<file path="src/rtl/rm_pkg.sv">
package rm_pkg;
  localparam int DIGIT_W = 4;
  localparam int DECADE  = 10;
  localparam int STATE_W = $clog2(DECADE);
  localparam int LAST    = DECADE - 1;

  typedef logic [DECADE-1:0] slot_mask_t;

  // Slot set per BCD weight; sets 0..2 are mutually disjoint, set 3 is
  // disjoint from set 0, and state 0 is absent from all of them.
  function automatic slot_mask_t weight_slots(input int bit_idx);
    case (bit_idx)
      0:       return slot_mask_t'(10'b00_0010_0000);
      1:       return slot_mask_t'(10'b01_0000_1000);
      2:       return slot_mask_t'(10'b10_1001_0100);
      default: return slot_mask_t'(10'b11_1101_1110);
    endcase
  endfunction

  function automatic logic [DIGIT_W-1:0] clamp_digit(input logic [DIGIT_W-1:0] d);
    return (d > DIGIT_W'(LAST)) ? DIGIT_W'(LAST) : d;
  endfunction
endpackage

</file>
<file path="src/rtl/rm_decade_counter.sv">
module rm_decade_counter
  import rm_pkg::*;
(
  input  logic               clk,
  input  logic               rst,
  input  logic               en,
  input  logic               preset,
  output logic [STATE_W-1:0] state,
  output logic               wrap,
  output logic               at_last
);
  assign at_last = (state == STATE_W'(LAST));
  assign wrap    = en && !preset && at_last;

  always_ff @(posedge clk) begin
    if (rst)          state <= '0;
    else if (preset)  state <= STATE_W'(LAST);
    else if (en)      state <= at_last ? '0 : state + 1'b1;
  end

  AST_STATE_RANGE: assert property (@(posedge clk) disable iff (rst)
    state <= STATE_W'(LAST));
  AST_HOLD_IDLE: assert property (@(posedge clk) disable iff (rst)
    (!en && !preset) |=> $stable(state));
  AST_WRAP_ZERO: assert property (@(posedge clk) disable iff (rst)
    (en && !preset && state == STATE_W'(LAST)) |=> state == '0);
  AST_PRESET_NINE: assert property (@(posedge clk) disable iff (rst)
    preset |=> state == STATE_W'(LAST));
endmodule

</file>
<file path="src/rtl/rm_slot_gate.sv">
module rm_slot_gate
  import rm_pkg::*;
(
  input  logic [DIGIT_W-1:0] digit,
  input  logic [STATE_W-1:0] state,
  output logic               hit
);
  logic [DIGIT_W-1:0] bit_hit;

  for (genvar b = 0; b < DIGIT_W; b++) begin : g_weight
    localparam slot_mask_t SLOTS = weight_slots(b);
    assign bit_hit[b] = digit[b] && (state <= STATE_W'(LAST)) && SLOTS[state];
  end

  assign hit = |bit_hit;
endmodule

</file>
<file path="src/rtl/rm_stage.sv">
module rm_stage
  import rm_pkg::*;
(
  input  logic               clk,
  input  logic               rst,
  input  logic               en,
  input  logic               preset,
  input  logic [DIGIT_W-1:0] digit,
  output logic               pulse_q,
  output logic               carry_q,
  output logic               nine
);
  logic [STATE_W-1:0] state;
  logic               wrap;
  logic               hit;
  logic [DIGIT_W-1:0] digit_c;

  assign digit_c = clamp_digit(digit);

  rm_decade_counter i_counter (
    .clk(clk), .rst(rst), .en(en), .preset(preset),
    .state(state), .wrap(wrap), .at_last(nine)
  );

  rm_slot_gate i_gate (
    .digit(digit_c), .state(state), .hit(hit)
  );

  always_ff @(posedge clk) begin
    if (rst) begin
      pulse_q <= 1'b0;
      carry_q <= 1'b0;
    end else begin
      pulse_q <= en && !preset && hit;
      carry_q <= wrap;
    end
  end

  AST_SLOT0_QUIET: assert property (@(posedge clk) disable iff (rst)
    (state == '0) |=> !pulse_q);
  AST_IDLE_QUIET: assert property (@(posedge clk) disable iff (rst)
    (!en || preset) |=> !pulse_q);
  AST_CARRY_ONE_WIDE: assert property (@(posedge clk) disable iff (rst)
    carry_q |=> !carry_q);
endmodule

</file>
<file path="src/rtl/rm_rate_pair.sv">
module rm_rate_pair
  import rm_pkg::*;
(
  input  logic               clk,
  input  logic               rst,
  input  logic               clk_en,
  input  logic               mult_mode,
  input  logic               preset_nine,
  input  logic [DIGIT_W-1:0] digit_hi,
  input  logic [DIGIT_W-1:0] digit_lo,
  output logic               pulse_out,
  output logic               hi_pulse,
  output logic               nine_hi,
  output logic               nine_lo,
  output logic               carry_out
);
  logic hi_carry;
  logic lo_pulse;
  logic lo_en;

  rm_stage i_hi (
    .clk(clk), .rst(rst), .en(clk_en), .preset(preset_nine),
    .digit(digit_hi), .pulse_q(hi_pulse), .carry_q(hi_carry), .nine(nine_hi)
  );

  assign lo_en = mult_mode ? hi_pulse : hi_carry;

  rm_stage i_lo (
    .clk(clk), .rst(rst), .en(lo_en), .preset(preset_nine),
    .digit(digit_lo), .pulse_q(lo_pulse), .carry_q(carry_out), .nine(nine_lo)
  );

  always_ff @(posedge clk) begin
    if (rst) pulse_out <= 1'b0;
    else     pulse_out <= mult_mode ? lo_pulse : (hi_pulse || lo_pulse);
  end

  // Cycles spent in summing mode, saturating; used by the checks below.
  logic [1:0] add_run;
  always_ff @(posedge clk) begin
    if (rst || mult_mode)  add_run <= '0;
    else if (add_run != 2'd3) add_run <= add_run + 1'b1;
  end

  AST_NO_COINCIDE: assert property (@(posedge clk) disable iff (rst)
    (add_run >= 2'd2) |-> !(hi_pulse && lo_pulse));
  AST_MULT_FOLLOWS_LO: assert property (@(posedge clk) disable iff (rst)
    (mult_mode && lo_pulse) |=> pulse_out);
  AST_LO_GATED_BY_HI: assert property (@(posedge clk) disable iff (rst)
    (mult_mode && !hi_pulse && !preset_nine) |=> $stable(nine_lo));
endmodule

</file>
<file path="config.mk">
export PLATFORM = sky130hd
export DESIGN_NAME = rm_rate_pair
export DESIGN_NICKNAME = d
export VERILOG_FILES = /design/src/rtl/rm_pkg.sv /design/src/rtl/rm_decade_counter.sv /design/src/rtl/rm_slot_gate.sv /design/src/rtl/rm_stage.sv /design/src/rtl/rm_rate_pair.sv
export SDC_FILE = /design/constraint.sdc
export NUM_CORES = 1
export LEC_CHECK = 0
export BUFFER_PORTS_ARGS = -buffer_cell sky130_fd_sc_hd__buf_4
export CAP_MARGIN = 25
export CORE_ASPECT_RATIO = 2
export CORE_MARGIN = 2
export CORE_UTILIZATION = 35
export CTS_BUF_LIST = sky130_fd_sc_hd__clkbuf_2
export DETAILED_ROUTE_END_ITERATION = 10
export GPL_TIMING_DRIVEN = 0
export HOLD_SLACK_MARGIN = 0.12
export PLACE_DENSITY = 0.53
export SYNTH_ARGS = -nofsm -noshare
export SYNTH_HDL_FRONTEND = slang
export SYNTH_HIERARCHICAL = 1
export SYNTH_SLANG_ARGS = --single-unit
</file>
<file path="constraint.sdc">
create_clock -name clk -period 3.8 [get_ports clk]
set_clock_uncertainty 0.1 [all_clocks]
set_input_delay 0.57 -clock clk [delete_from_list [all_inputs] [get_ports clk]]
set_output_delay 0.57 -clock clk [all_outputs]
set_load 0.005 [all_outputs]
</file>
==> Implementation_results.wiki <==
{| class="wikitable"
! Metric !! Value
|-
| Run status || finished clean
|-
| Die area || 3109 um^2
|-
| Portion of total power attributed to the clock network || between 20% and 30%
|-
| Post-cts sizing count || 0
|-
| Setup slack after placement || 1.816 ns
|-
| Global-route wire length before repair || 3436 um
|-
| Max Clock Freq || 0.4802 GHz
|-
| DR WL/cell || 12.58 um
|-
| Fraction of synthesized cell area in xor and xnor cells || 5.653%
|-
| Least setup slack across all paths after layout || ~1.7 ns
|-
| Total Routed Length || around 1900 um
|-
| Number of synthesized register bits || 13
|-
| Number of global-route vias before repair || a little over 800
|-
| Master cell of the clock root buffer || sky130_fd_sc_hd__clkbuf_2
|-
| Actual transition at the worst max-transition pin || about 0.4 ns
|-
| Main combinational cell family by area after synthesis || simple AND/OR/NAND/NOR gates
|-
| Post-Synthesis Cells || 105
|-
| H-tree levels || 1
|-
| Fraction of registers with async set/reset || 0%
|-
| Hold Path Class || reg2reg
|-
| Placer Congestion || 0.6763
|-
| Post-detailed-route DRC marker count || 0
|-
| DIE WIDTH || approximately 40 um
|-
| Total number of yosys warnings || 6
|-
| Antenna violations before repair || 0
|-
| Syn nets || about 130
|-
| First-iteration detailed-routing DRC count || 7
|-
| Multi-input combinational cell area || 635.6 um^2
|-
| Synthesized area per cell || 8.854 um^2
|-
| Total clock buffers created by CTS || 3
|-
| Endpoints failing setup || 0
|-
| Clock tree from TritonCTS || built
|-
| Worst VDD drop || 0.1349 mV
|-
| Number of standard-cell rows in the floorplan || 26
|-
| Number of fill cells in the layout || 280
|-
| Layout cells sized above 1 || 24.60%
|-
| Power per standard cell area || 243.4 nW/um^2
|-
| Max-capacitance violation count || 0
|-
| Max_slew headroom || 73.61%
|-
| Post-synth top area cell || sky130_fd_sc_hd__dfxtp_1
|-
| Total core area || 2537 um^2
|-
| Req. time, crit path || 3.13 ns
|-
| CP Cell Sequence || or2b_1 > nor3b_1 > buf_4
|-
| Synth area leaders || sky130_fd_sc_hd__dfxtp_1, sky130_fd_sc_hd__ha_1, sky130_fd_sc_hd__nor2b_1
|-
| Sw frac || 27.45%
|-
| Proportion of power drawn by flip-flops and latches || 55.8%
|-
| Sink count of the clock tree || 13
|-
| Clock input transition at the sequential cells of the worst setup and hold paths || roughly 0.12 ns
|-
| Post-synthesis instance area || around 930 um^2
|-
| GRT Overall Usage || 15.27%
|-
| Sum of net half-perimeters after detailed placement || 1568 um
|-
| Main synth FF type || sky130_fd_sc_hd__dfxtp_1
|-
| Synth Area in Simple Gates || 31.36%
|-
| Number of top-level pins || 18
|-
| Pins over their slew limit || 0
|-
| Period utilization || a little over half
|-
| Maximum number of pins on one net before global-route repair || 14
|-
| Number of buffers inserted by port buffering || 17
|-
| Highest cell delay on the worst timing path || 0.54 ns
|-
| Via total after detailed routing || 822
|-
| Number of setup buffers added after CTS || 0
|-
| Final net count || approximately 150
|-
| Number of iterations in the first detailed-routing pass || 4
|-
| Post-CTS Hold Buffers || 0
|-
| Via density per instance || 5.338
|-
| Startpoint type of the worst setup path || flop
|-
| Internal cell power || 0.1964 mW
|-
| Worst Setup End Kind || primary output
|-
| Compound-Gate Fraction of Synth Area || 18.98%
|-
| Sequential share of the synthesized area || 27.99%
|-
| Proportion of synthesized area in mux cells || 1.615%
|-
| Fin crit period || 2.083 ns
|-
| Share of total power in combinational logic || 18.5%
|-
| Layout area overhead || 19.65%
|-
| Count of inserted antenna diode cells || 0
|-
| Setup repair after global routing missed its margin || false
|-
| Reg area || roughly 260 um^2
|-
| Leak Pwr || around 0.46 nW
|-
| Remaining global-route overflow || 0
|-
| Final core occ || a little over two fifths
|-
| Insertion delay to the later sink of the worst-skew pair || between 0.2 and 0.3 ns
|-
| Initial cell density of the core || 36.64%
|-
| Number of endpoints with negative hold slack in the final report || 0
|-
| Area share of the largest cell type after synthesis || approximately 28%
|-
| Arr. time, crit path || approximately 1.4 ns
|-
| Critical path start-end classification || reg2out
|-
| Switching power summed over all nets || between 0.07 and 0.08 mW
|-
| Number of nets with antenna violations after routing || 0
|-
| Critical-path top delay cell || sky130_fd_sc_hd__dfxtp_1
|-
| Bufs on Longest Clock Path || 2
|-
| Post-synthesis cell type count || 35
|-
| Die height || 76.89 um
|-
| Area share of fa/ha/maj cells after synthesis || 10.77%
|-
| CP max FO || 11
|-
| Number of flops mapped to enable cells by yosys || 0
|-
| Setup TNS Final || 0 ns
|}
[logic make-up after synthesis]
kind of cell | after synthesis
fa+ha+maj | 8
simple gates | 43
xor+xnor | 6
flops | 13
mux | 1
buf+inv | 9
compound gates | 25
[power groups by stage]
stage | sequential [mW] | combinational [mW] | clock, mW
2_1_floorplan | 0.151 | 0.0287 | 0
3_3_place_gp | 0.154 | 0.0494 | 0
3_5_place_dp | 0.154 | 0.0511 | 0
4_1_cts | 0.151 | 0.0513 | 0.0745
5_1_grt | 0.153 | 0.0566 | 0.0783
6_report | 0.151 | 0.0502 | 0.0694
[worst paths after layout]
check                                from            to  slack [ns]  cells past startpoint
hold / removal               i_lo/pulse_q     pulse_out        0.35                      2
setup / recovery  i_lo/i_counter/state[3]       nine_lo        1.72                      3
hold reg to reg              i_lo/pulse_q     pulse_out        0.35                      2
setup reg to reg  i_hi/i_counter/state[0]  i_hi/pulse_q        1.85                      6
[sequential cells by signal, indices dropped and copies added (netlist names)]
signal and count:
i_lo/pulse_q 1, i_hi/i_counter/state 4, i_hi/carry_q 1, pulse_out 1, i_hi/pulse_q 1, i_lo/i_counter/state 4, i_lo/carry_q 1
[critical path, delay by kind of cell (launching register included)]
family / cells / cell delay (ns)
flops: 1 / 0.54
simple gates: 2 / 0.48
buf+inv: 1 / 0.14
[per-layer routing]
metal  global-route usage (%)  vias to the layer above  part of all wire (%)
met1                    15.37                      385                    36
met2                    27.62                       14                    59
met3                   0.8671                        2                   2.9
met4                    8.000                        0                   1.8
li1                         -                      421                     -
met5                        0                        -                     0
[Yosys cell counts, types with 3 or more instances]
| master | instances |
|---|---|
| sky130_fd_sc_hd__o21ai_0 | 6 |
| sky130_fd_sc_hd__nand3_1 | 4 |
| sky130_fd_sc_hd__nor2b_1 | 6 |
| sky130_fd_sc_hd__nand2b_1 | 3 |
| sky130_fd_sc_hd__dfxtp_1 | 13 |
| sky130_fd_sc_hd__inv_1 | 7 |
| sky130_fd_sc_hd__ha_1 | 8 |
| sky130_fd_sc_hd__nor2_1 | 4 |
| sky130_fd_sc_hd__xor2_1 | 4 |
[cells in the final DEF (no fill, tap or decap)]
cell	instances
sky130_fd_sc_hd__xor2_1	4
sky130_fd_sc_hd__a32oi_1	2
sky130_fd_sc_hd__mux2_4	1
sky130_fd_sc_hd__a21oi_2	1
sky130_fd_sc_hd__a31oi_1	2
sky130_fd_sc_hd__o31ai_1	2
sky130_fd_sc_hd__nor3_1	2
sky130_fd_sc_hd__and2_1	2
sky130_fd_sc_hd__and2b_2	2
sky130_fd_sc_hd__inv_1	7
sky130_fd_sc_hd__ha_1	8
sky130_fd_sc_hd__and4b_1	2
sky130_fd_sc_hd__buf_4	17
sky130_fd_sc_hd__nor2_1	4
sky130_fd_sc_hd__o21bai_1	2
sky130_fd_sc_hd__and4bb_2	2
sky130_fd_sc_hd__o21ai_1	2
sky130_fd_sc_hd__nor4bb_1	2
sky130_fd_sc_hd__clkbuf_2	4
sky130_fd_sc_hd__and2b_1	2
sky130_fd_sc_hd__or3b_1	2
sky130_fd_sc_hd__a311oi_1	2
sky130_fd_sc_hd__or2b_1	2
sky130_fd_sc_hd__nor4_1	2
sky130_fd_sc_hd__nand3_1	4
sky130_fd_sc_hd__xnor2_1	2
sky130_fd_sc_hd__o21ai_0	6
sky130_fd_sc_hd__a211oi_2	2
sky130_fd_sc_hd__nand2b_1	3
sky130_fd_sc_hd__nand2_1	2
sky130_fd_sc_hd__nand2_2	2
sky130_fd_sc_hd__nor3b_1	2
sky130_fd_sc_hd__clkbuf_1	2
sky130_fd_sc_hd__a21oi_1	2
sky130_fd_sc_hd__a211oi_1	2
sky130_fd_sc_hd__nor2b_1	6
sky130_fd_sc_hd__dfxtp_1	13
[through the flow]
stage / hold WS [ns] / std cells / area (um^2) / power (mW)
floorplan: 0.3120 / 105 / 929.6 / 0.1800
global placement: 0.3273 / 150 / 1092 / 0.2037
detailed placement: 0.3355 / 150 / 1092 / 0.2055
CTS: 0.3542 / 154 / 1112 / 0.2770
global route: 0.3797 / 154 / 1112 / 0.2878
finish: 0.3481 / 154 / 1112 / 0.2708
[area by class of cell]
class / count / share of cell area, %
multi-input cells: 83 / 57.14
inverters: 7 / 2.362
plain buffers: 2 / 0.6749
clock buffers: 4 / 1.800
repair buffers: 17 / 11.47
well taps: 28 / 3.150
flip-flops and latches: 13 / 23.40
Power figures use the tool's default switching activity.
